===== src/rtl/sec_trap_ctl.sv =====
module sec_trap_ctl #(
  parameter logic [31:0] REG_ADDR  = 32'h0430_0014,
  parameter logic [31:0] WIN_LO    = 32'h1FC0_0000,
  parameter logic [31:0] WIN_HI    = 32'h1FC2_0000,
  parameter int          WIN_BITS  = 17,
  parameter logic [31:0] SRAM_BASE = 32'h1FC4_0000,
  parameter int          SRAM_BITS = 15,
  parameter int          DW        = 32
) (
  input  logic          clk,
  input  logic          rst_n,
  input  logic          cfg_en,
  input  logic          cfg_wr,
  input  logic [31:0]   cfg_addr,
  input  logic [31:0]   cfg_wdata,
  output logic [31:0]   cfg_rdata,
  input  logic          btn_press,
  input  logic          mif_err,
  output logic          nmi,
  input  logic          mem_valid,
  input  logic [31:0]   mem_addr,
  input  logic          mem_we,
  input  logic [DW-1:0] arr_rdata,
  output logic [DW-1:0] mem_rdata,
  output logic          arr_we,
  output logic          sel_rom,
  output logic          sel_kram,
  output logic          sel_sram,
  output logic          mem_permit
);
  localparam int B_SEC = 0, B_SWAP = 1, B_APP = 2, B_MIF = 5, B_BTN = 6;
  localparam int B_SRAM = 24, B_SPARE = 25;
  localparam logic [31:0] CTL_M   = (32'd1 << B_SEC) | (32'd1 << B_SWAP)
                                  | (32'd1 << B_SRAM) | (32'd1 << B_SPARE);
  localparam logic [31:0] CAUSE_M = (32'd1 << B_APP) | (32'd1 << B_MIF) | (32'd1 << B_BTN);
  localparam logic [31:0] RST_V   = (32'd1 << B_SEC) | (32'd1 << B_SWAP);
  localparam logic [31:0] WIN_M   = ~((32'd1 << WIN_BITS) - 32'd1);
  localparam logic [31:0] SRAM_M  = ~((32'd1 << SRAM_BITS) - 32'd1);

  logic [31:0] reg_q;
  logic        nmi_q;

  wire sec_q   = reg_q[B_SEC];
  wire swap_q  = reg_q[B_SWAP];
  wire sram_en = reg_q[B_SRAM];

  wire reg_hit = cfg_en && (cfg_addr == REG_ADDR);
  wire reg_wr  = reg_hit && cfg_wr && sec_q;
  wire bad_rd  = reg_hit && !cfg_wr && !sec_q;

  wire [31:0] ev_vec = ({31'd0, bad_rd} << B_APP) | ({31'd0, mif_err} << B_MIF)
                     | ({31'd0, btn_press} << B_BTN);
  wire        any_ev = |ev_vec;

  wire [31:0] wr_img = (cfg_wdata & CTL_M) | (reg_q & cfg_wdata & CAUSE_M);
  wire [31:0] base_v = reg_wr ? wr_img : reg_q;
  wire [31:0] reg_nx = base_v | ev_vec | {31'd0, any_ev};

  always_ff @(posedge clk) begin
    if (!rst_n) begin
      reg_q <= RST_V;
      nmi_q <= 1'b0;
    end else begin
      reg_q <= reg_nx;
      nmi_q <= |(reg_nx & ~reg_q & CAUSE_M);
    end
  end

  assign nmi       = nmi_q;
  assign cfg_rdata = (reg_hit && !cfg_wr) ? reg_q : 32'd0;

  wire in_lo   = (mem_addr & WIN_M)  == (WIN_LO & WIN_M);
  wire in_hi   = (mem_addr & WIN_M)  == (WIN_HI & WIN_M);
  wire in_sram = (mem_addr & SRAM_M) == (SRAM_BASE & SRAM_M);
  wire rom_hit  = swap_q ? in_lo : in_hi;
  wire kram_hit = swap_q ? in_hi : in_lo;
  wire allowed  = sec_q || !(in_lo || in_hi || in_sram) || (in_sram && sram_en);

  assign mem_permit = mem_valid && allowed;
  assign sel_rom    = mem_permit && rom_hit;
  assign sel_kram   = mem_permit && kram_hit;
  assign sel_sram   = mem_permit && in_sram;
  assign arr_we     = mem_we && mem_permit;
  assign mem_rdata  = mem_permit ? arr_rdata : '0;


  ign_wr_chk: assert property (@(posedge clk) disable iff (!rst_n)
    (reg_hit && cfg_wr && !sec_q) |=> $stable(swap_q) && $stable(sram_en) && $stable(reg_q[B_SPARE]));

  trap_sec_chk: assert property (@(posedge clk) disable iff (!rst_n) nmi_q |-> sec_q);

  nmi_rise_chk: assert property (@(posedge clk) disable iff (!rst_n)
    nmi_q |-> |(reg_q & ~$past(reg_q) & CAUSE_M));

  sel_one_chk: assert property (@(posedge clk) disable iff (!rst_n) $onehot0({sel_rom, sel_kram, sel_sram}));

  deny_chk: assert property (@(posedge clk) disable iff (!rst_n)
    (!sec_q && mem_valid && (in_lo || in_hi)) |-> (!mem_permit && !arr_we && mem_rdata == '0));
endmodule


===== config.mk =====
export PLATFORM = sky130hd
export DESIGN_NAME = sec_trap_ctl
export DESIGN_NICKNAME = d
export VERILOG_FILES = /design/src/rtl/sec_trap_ctl.sv
export SDC_FILE = /design/constraint.sdc
export NUM_CORES = 1
export LEC_CHECK = 0
export BUFFER_PORTS_ARGS = -buffer_cell sky130_fd_sc_hd__buf_4
export CAP_MARGIN = 20
export CORE_AREA = 2 2 80 82
export CTS_CLUSTER_DIAMETER = 80
export DETAILED_ROUTE_END_ITERATION = 6
export DIE_AREA = 0 0 82 84
export GPL_TIMING_DRIVEN = 0
export SLEW_MARGIN = 25
export SYNTH_ARGS = -nofsm -noshare
export SYNTH_HDL_FRONTEND = slang
export SYNTH_SLANG_ARGS = --single-unit

===== constraint.sdc =====
create_clock -name clk -period 1.74 [get_ports clk]
set_input_delay 0 -clock clk [delete_from_list [all_inputs] [get_ports clk]]
set_output_delay 0 -clock clk [all_outputs]
set_load 0.01 [all_outputs]

==> out/qor.yml, run 1 <==
run_status:
  status: "finished clean"
synthesis:
  ys_ff_latch: 10
  synth_most_common_cell: "and2_4"
  yosysTopAreaCell: "and2_4"
  synthTopCellsByArea: "and2_4 (20%), dfxtp_1 (16%), buf_4 (14%)"
  synth.avg_cell_area_um2: 8.76
  ys.flop_type: "dfxtp_1"
  synth_top_area_frac: 0.201
  yosys_warnings: 0
  synth_commonest_cells: "and2_4 (28), buf_4 (23), and2_1 (10), dfxtp_1 (10)"
  netlist_instances: 139
  seq_area_frac_synth: 0.164
  async_flop_share: 0
  synthDistinctLibCells: 38
  syn_area_um2: 1220
  synth_edf_count: 0
place:
  pre_cts_ws_ps: -17.7
  port_buffers: 142
  place_area_um2: 2460
  gp_congestion: 0.806
  dp_hpwl_um: 4590
finish:
  seqCellArea_um2: 201
  nets: 451
  fill_cells: 634
  finish.instance_area_um2: 2730
  drive_gt1_frac: 0.726
  multi_input_area_um2: 922
  antenna_cells: 0
  syn2layout_area_growth_pct: 124
power:
  swShare: 0.262
  p_leak_uw: 0.00143
  vdd_drop_max_mv: 0.446
  switchingPower_uw: 268
  power.internal_uw: 755
  cellPowerDensity_nw_per_um2: 375
  p_clk_frac: 0.289
  power_uw: 1020
  p_comb_frac: 0.479
  seqPwrFrac: 0.232
clock_tree:
  clock_latency_ps: 240
  clk_pin_slew_ps: 50
  numCtsBuffers: 3
  cts-root-buf: "clkbuf_8"
  cts_buffer_depth: 2
  cts_sinks: 10
  htree_levels: 1
  cts_tree: "done"
timing:
  fin_skew_ps: 2.24
  period_needed_ps: 1720
  slew_viol_final: 0
  rsz0062_at_grt: "yes"
  hold_viol: 0
  setup_viol: 0
  fin_ws_ps: 22.9
  fin_setup_tns_ps: 0
  fmax_mhz: 582
  timing.final.crit_share: 0.987
drt:
  dr_total_vias: 1562
  drtIter0Drc: 37
  drt_first_pass_iters: 4
  wire_per_inst_um: 14.2
  via_per_inst: 3.99
  drc_errors: 0
  drt_wl_total_um: 5550
  detail-route-antenna-nets: 0
global_routing:
  grt_max_degree: 11
  gr-usage-all-layers: 0.150
  grt_pass1_wl_um: 7900
  antenna_found_initial: 0
  grt_pass1_vias: 1565
  overflow: 0
critical_path:
  crit_path_end_kind: "primary output"
  cp.required_ps: 1740
  path_max_fanout: 10
  cp_slowest_cell: "or4_4"
  cpLargestDelayFamily: "simple AND/OR/NAND/NOR gates"
  path_buf_inv: 2
  arrival_ps: 1720
  cp-start-kind: "flop"
  crit_chain: "or4_4, a21oi_4, a21boi_4, buf_6, and2_4, buf_6"
  critPathMaxStageDelay_ps: 430
  critPathMostFrequentCell: "buf_6"
  worstSetupPathType: "flop to primary output"
floorplanning:
  fp.dieArea_um2: 6890
  num_rows: 29
  die_w_um: 82
  start_util: 0.200
  core_area_um2: 6100
  die_y_um: 84
  ios: 206
run:
  maxCapViolations: 0
min_path:
  hold_class: "primary input to flop"
==> repair_timing <==
item / 4_1_cts / 5_1_grt
cloned: 3 / 0
endpoints found under the hold margin: 1 / 0
setup endpoints to repair: 35 / 43
hold buffers: 1 / 0
pin swaps: 3 / 7
buffers inserted: 2 / 1
resized for setup: 13 / 28
==> layer usage <==
metal / part of all wire / up-vias / wire length (um) / global-route usage
met1: 0.34 / 669 / 1910 / 0.159
met4: 0.0068 / 0 / 38 / 0.0227
met2: 0.44 / 105 / 2460 / 0.245
met3: 0.20 / 4 / 1130 / 0.109
met5: 0 / - / 0 / 0
li1: - / 784 / - / -
==> flip-flops by register name, indices dropped and copies added (netlist names), named ones only <==
signal,cells
nmi,1
reg_q,8
==> worst register-to-register path: cells and delay by family, from the launching register on <==
family,cells,cell delay [ps]
flops,1,490
simple gates,3,800
==> layout by cell type, fill, tap and decap left out, types with 2 or more instances in the layout <==
cell type / n
dfxtp_1: 9
clkbuf_1: 2
buf_4: 139
nor4_1: 3
o41ai_1: 2
or3b_2: 2
conb_1: 23
nand4b_1: 3
a21oi_1: 2
and3b_1: 2
clkbuf_8: 4
mux2i_1: 2
nand2_1: 6
buf_6: 34
nor4_4: 3
nor4b_2: 3
o21ai_0: 2
nor2_1: 6
and2_4: 30
nor2b_1: 2
inv_1: 2
and2_1: 9
nand4_2: 2
and2_2: 3
==> cell type report <==
type / instances / area share
Inverter: 2 / 0.00275
Multi-Input combinational cell: 122 / 0.338
Buffer: 28 / 0.0785
Sequential cell: 10 / 0.0739
Timing Repair Buffer: 148 / 0.451
Tap cell: 77 / 0.0353
Clock buffer: 4 / 0.0202
==> power by group through the flow <==
stage,Sequential (uW),Combinational (uW),Clock (uW)
2_1_floorplan,242,189,0
3_3_place_gp,242,439,0
3_5_place_dp,242,442,0
4_1_cts,238,461,304
5_1_grt,238,527,313
6_report,238,489,295
==> cell families (layout without fill, tap and decap cells) <==
logic type             Yosys count  count (layout)  synth area share
AND/OR/NAND/NOR                 83              83             0.555
XOR/XNOR                         1               1           0.00720
multiplexers                     2               2            0.0164
AO/OA/AOI/OAI                   12              13            0.0719
buffers and inverters           30             182             0.182
other                            1              23           0.00308
flip-flops                      10              10             0.164
==> worst paths after layout <==
path,startpoint,end,slack [ps],depth (start not counted)
setup / recovery,reg_q[24],mem_rdata[20],20,6
hold / removal,mif_err,reg_q[0],4,3
setup reg to reg,reg_q[0],reg_q[3],330,3
hold reg to reg,reg_q[25],reg_q[25],460,2
==> per-stage QoR <==
step | hold WS, ps | util | instances
after CTS | 8.32 | 0.429 | 390
after global routing | 10.6 | 0.447 | 391
after global placement | 237 | 0.404 | 380
final | 3.95 | 0.447 | 391
after detailed placement | 248 | 0.404 | 380
after floorplan | 113 | - | 161
(Power assumes the default switching activity.)
==> run 2: changes to the inputs <==
Settings changed: SETUP_SLACK_MARGIN from default to 0.3.
Clock period 1.74 ns to 2.1 ns, I/O delays scaled along.
==> out/qor.yml, run 2 (synthesized netlist as in run 1, its figures left out) <==
clock_tree:
  cts-root-buf: "clkbuf_8"
  clk_pin_slew_ps: 50  # about the same
  clock_latency_ps: 240  # about the same
  cts_sinks: 10  # unchanged
  htree_levels: 1  # unchanged
  numCtsBuffers: 3  # unchanged
  cts_tree: "done"
  cts_buffer_depth: 2  # unchanged
finish:
  largest_reg_flops: 8  # unchanged
  layout_commonest_cell: "buf_4"
  final_util: 0.428  # -0.0195
  layout_common_cells: "buf_4 (168), and2_4 (28), conb_1 (23)"
  syn2layout_area_growth_pct: 114
  drive_gt1_frac: 0.720  # -0.00637
  largest-register: "reg_q"
  nets: 451  # unchanged
  antenna_cells: 0  # unchanged
timing:
  hold_viol: 0  # unchanged
  fin_setup_tns_ps: 0  # unchanged
  slew_viol_final: 0  # unchanged
  rsz0062_at_grt: "yes"
  fmax_mhz: 576
  setup_viol: 0  # unchanged
  fin_skew_ps: 2.29  # +0.0516 ps
  period_needed_ps: 1740
  timing.final.crit_share: 0.826
global_routing:
  grt_pass1_wl_um: 7850  # -0.70%
  grt_pass1_vias: 1553  # -0.77%
  gr-usage-all-layers: 0.149  # -0.00109
  grt_max_degree: 11  # unchanged
  antenna_found_initial: 0  # unchanged
  overflow: 0  # unchanged
critical_path:
  worstSetupPathType: "flop to primary output"
  reg2regPathDepth: 3  # unchanged
  crit_chain: "or4_4, a21oi_4, a21boi_4, buf_6, and2_1, buf_4"
  path_max_fanout: 6  # -4
  cp-start-kind: "flop"
  cp.required_ps: 2100  # +360 ps
  cpLargestDelayFamily: "simple AND/OR/NAND/NOR gates"
  arrival_ps: 1740  # +20 ps
  ff2ff_setup_slack_ps: 680  # +350 ps
  crit_path_end_kind: "primary output"
  cp_slowest_cell: "or4_4"
  r2r_start: "reg_q[0]"
  path_buf_inv: 2  # unchanged
  critPathMaxStageDelay_ps: 430  # about the same
  regToRegEndpoint: "reg_q[3]"
min_path:
  worstHoldStart: "mif_err"
  hold_depth: 3  # unchanged
  hold_class: "primary input to flop"
  min_to: "reg_q[0]"
place:
  gp_congestion: 0.806  # unchanged
  port_buffers: 142  # unchanged
  dp_hpwl_um: 4590  # unchanged
floorplanning:
  num_rows: 29  # unchanged
  ios: 206  # unchanged
  die_w_um: 82  # unchanged
  core_area_um2: 6100  # unchanged
  start_util: 0.200  # unchanged
  die_y_um: 84  # unchanged
  fp.dieArea_um2: 6890  # unchanged
power:
  cellPowerDensity_nw_per_um2: 314  # -16%
  power_uw: 819  # -20%
  p_leak_uw: 0.00140  # -2.2%
  vdd_drop_max_mv: 0.369  # -17%
drt:
  dr_total_vias: 1548  # -0.90%
  via_per_inst: 3.96  # -0.90%
  detail-route-antenna-nets: 0  # unchanged
  drtIter0Drc: 34  # -8.1%
  drt_first_pass_iters: 4  # unchanged
  drc_errors: 0  # unchanged
  wire_per_inst_um: 13.8  # -2.5%
  drt_wl_total_um: 5410  # -2.5%
run_status:
  status: "finished clean"
run:
  maxCapViolations: 0  # unchanged
run 2: worst min-delay path: cells and delay by family:
kind          cells  cell delay, ps
buf+inv           1             100
simple gates      2             110
run 2: worst max path at each step:
| stage | startpoint | to | slack, ps | cells after the start |
|---|---|---|---|---|
| 2_1_floorplan | reg_q[24] | mem_rdata[9] | 670 | 5 |
| 3_3_place_gp | cfg_addr[27] | reg_q[4] | 390 | 5 |
| 3_5_place_dp | cfg_addr[27] | reg_q[3] | 340 | 5 |
| 4_1_cts | reg_q[24] | mem_rdata[9] | 360 | 6 |
| 5_1_grt | reg_q[24] | mem_rdata[9] | 290 | 6 |
| 6_report | reg_q[24] | mem_rdata[9] | 360 | 6 |
run 2: cell type report:
type                    count  area, um^2
multi-input cells         122         912
flip-flops and latches     10         201
well taps                  77        96.3
inverters                   2        7.51
fillers                   647        3490
plain buffers              28         214
clock buffers               4        55.1
repair buffers            148        1120
run 2: metrics by stage:
stage                     cells  area (um^2)  hold slack, ps  worst slack (ps)
after global routing        391         2610            10.6               289
after CTS                   390         2600            8.32               355
after floorplan             161         1300             113               673
final                       391         2610            4.03               365
after global placement      380         2460             237               394
after detailed placement    380         2460             248               342
run 2: report_power, final:
part / switching (uW) / internal, uW
clock: 79.5 / 165
combinational: 132 / 246
sequential: 2.37 / 194
total: 214 / 606
run 2: timing repair:
| action | CTS | global route |
|---|---|---|
| setup endpoints to repair | 34 | 14 |
| cloned | 3 | 0 |
| endpoints found under the hold margin | 1 | 0 |
| buffers inserted | 2 | 1 |
| pin swaps | 3 | 1 |
| gates resized for setup | 9 | 0 |
| hold buffers | 1 | 0 |
run 2: per-layer routing:
layer  global-route usage  vias up  share of wire
met5                    0        -              0
met4               0.0227        0         0.0039
met3                0.108        2           0.21
met2                0.242      101           0.44
met1                0.159      659           0.35
li1                     -      786              -
==> run 3: changes to the inputs <==
Clock period 2.1 ns to 1.53 ns, I/O delays scaled along.
==> out/qor.yml, run 3 (synthesized netlist as in run 1, its figures left out) <==
finish:
  antenna_cells: 0  # unchanged
  fill_cells: 569  # -12%
  syn2layout_area_growth_pct: 156
  largest-register: "reg_q"
  nets: 465  # +3.1%
  layout_commonest_cell: "buf_4"
  drive_gt1_frac: 0.799  # +0.0790
  layout_common_cells: "buf_4 (125), buf_6 (62), and2_4 (37)"
  largest_reg_flops: 8  # unchanged
  final_util: 0.512  # +0.0842
critical_path:
  regToRegEndpoint: "reg_q[4]"
  r2r_start: "reg_q[0]"
  reg2regPathDepth: 4  # +1
  path_max_fanout: 4  # -2
  crit_path_end_kind: "primary output"
  cp-start-kind: "flop"
  cp.required_ps: 1530  # -570 ps
  worstSetupPathType: "flop to primary output"
  arrival_ps: 1690  # -50 ps
  ff2ff_setup_slack_ps: 270  # -410 ps
drt:
  via_per_inst: 4.08  # +3.1%
  dr_total_vias: 1653  # +6.8%
  drtIter0Drc: 8  # -76%
  drt_first_pass_iters: 4  # unchanged
  wire_per_inst_um: 12.7  # -8.2%
  detail-route-antenna-nets: 0  # unchanged
  drt_wl_total_um: 5150  # -4.9%
  drc_errors: 0  # unchanged
place:
  dp_hpwl_um: 4010  # -13%
  port_buffers: 142  # unchanged
  gp_congestion: 0.852  # +5.7%
timing:
  setup_viol: 35  # +35
  fin_ws_ps: -160  # -525 ps
  fin_setup_tns_ps: -4660  # -4660 ps
  rsz0062_at_grt: "yes"
  fmax_mhz: 592
  period_needed_ps: 1690
  timing.final.crit_share: 1.10
  hold_viol: 0  # unchanged
  fin_skew_ps: 1.76  # -0.529 ps
  slew_viol_final: 0  # unchanged
  hold_slack_ps: 8.95  # +4.92 ps
min_path:
  hold_depth: 2  # -1
  min_to: "nmi"
  worstHoldStart: "rst_n"
  hold_class: "primary input to flop"
run_status:
  violations: "setup timing"
  status: "finished, violations left"
clock_tree:
  clk_pin_slew_ps: 50  # about the same
  cts_buffer_depth: 2  # unchanged
  htree_levels: 1  # unchanged
  cts_sinks: 10  # unchanged
  numCtsBuffers: 3  # unchanged
  cts_tree: "done"
  cts-root-buf: "clkbuf_8"
  clock_latency_ps: 240  # about the same
floorplanning:
  num_rows: 29  # unchanged
  ios: 206  # unchanged
  die_y_um: 84  # unchanged
  start_util: 0.200  # unchanged
  fp.dieArea_um2: 6890  # unchanged
  core_area_um2: 6100  # unchanged
  die_w_um: 82  # unchanged
global_routing:
  grt_pass1_vias: 1626  # +4.7%
  gr-usage-all-layers: 0.133  # -0.0166
  overflow: 0  # unchanged
  grt_use_met2: 0.259  # +0.0177
  use_met3: 0.0530  # -0.0552
  antenna_found_initial: 0  # unchanged
  gr-max-usage-layer: "met2"
  grt_max_degree: 11  # unchanged
  use_met1: 0.131  # -0.0275
  grt_pass1_wl_um: 7220  # -8.0%
power:
  cellPowerDensity_nw_per_um2: 382  # +21%
  vdd_drop_max_mv: 0.589  # +60%
  p_leak_uw: 0.00162  # +15%
run:
  maxCapViolations: 0  # unchanged
## run 3: cell types whose count changed in the layout (fill, tap and decap cells not counted), moves of 3 or more
cell,previous run,this run
nor4b_4,0,4
nor4_4,3,6
and2_1,10,1
and2_4,28,37
buf_6,5,62
buf_4,168,125
nor4_1,3,0
## run 3: critical path, cell delays in order (launching register included)
cell,delay [ps]
dfxtp_2,320
or4_4,420
a21oi_4,170
buf_4,140
a21boi_2,70
and2_2,190
buf_4,140
## run 3: how the worst max path moves through the flow
| stage | depth (start not counted) | startpoint | to | slack (ps) |
|---|---|---|---|---|
| after floorplan | 4 | cfg_addr[30] | reg_q[2] | 270 |
| after global placement | 6 | cfg_addr[6] | cfg_rdata[24] | -120 |
| after detailed placement | 6 | cfg_addr[19] | cfg_rdata[24] | -140 |
| after CTS | 6 | reg_q[24] | mem_rdata[29] | -180 |
| after global routing | 6 | reg_q[24] | mem_rdata[31] | -230 |
| final | 6 | reg_q[24] | mem_rdata[1] | -160 |
## run 3: what timing repair did
item / CTS / global route
hold endpoints to repair: 0 / 1
gates cloned: 4 / 1
pin swaps: 13 / 14
setup endpoints to repair: 55 / 56
buffers inserted: 13 / 2
hold buffers: 0 / 1
gates resized for setup: 71 / 22
## run 3: cell type report
class,instances,area [um^2],share of cell area
plain buffers,28,224,0.0718
inverters,2,7.51,0.00241
multi-input cells,122,1090,0.350
well taps,77,96.3,0.0309
clock buffers,4,55.1,0.0176
repair buffers,162,1440,0.462
flip-flops and latches,10,205,0.0658
## run 3: power breakdown
part           switching [uW]  internal, uW  total, uW
sequential               3.14           265        268
clock                     102           226        329
combinational             204           390        594
## run 3: through the flow
step	total power (uW)	instances	setup WS, ps	area, um^2
5_1_grt	1250	405	-228	3120
2_1_floorplan	497	161	272	1370
3_5_place_dp	787	380	-138	2530
6_report	1190	405	-160	3120
4_1_cts	1180	401	-183	3000
3_3_place_gp	782	380	-123	2530
## run 3: metal layers
layer	share of wire	vias to the layer above
met4	0.0066	0
li1	-	814
met5	0	-
met2	0.54	112
met1	0.31	725
met3	0.14	2
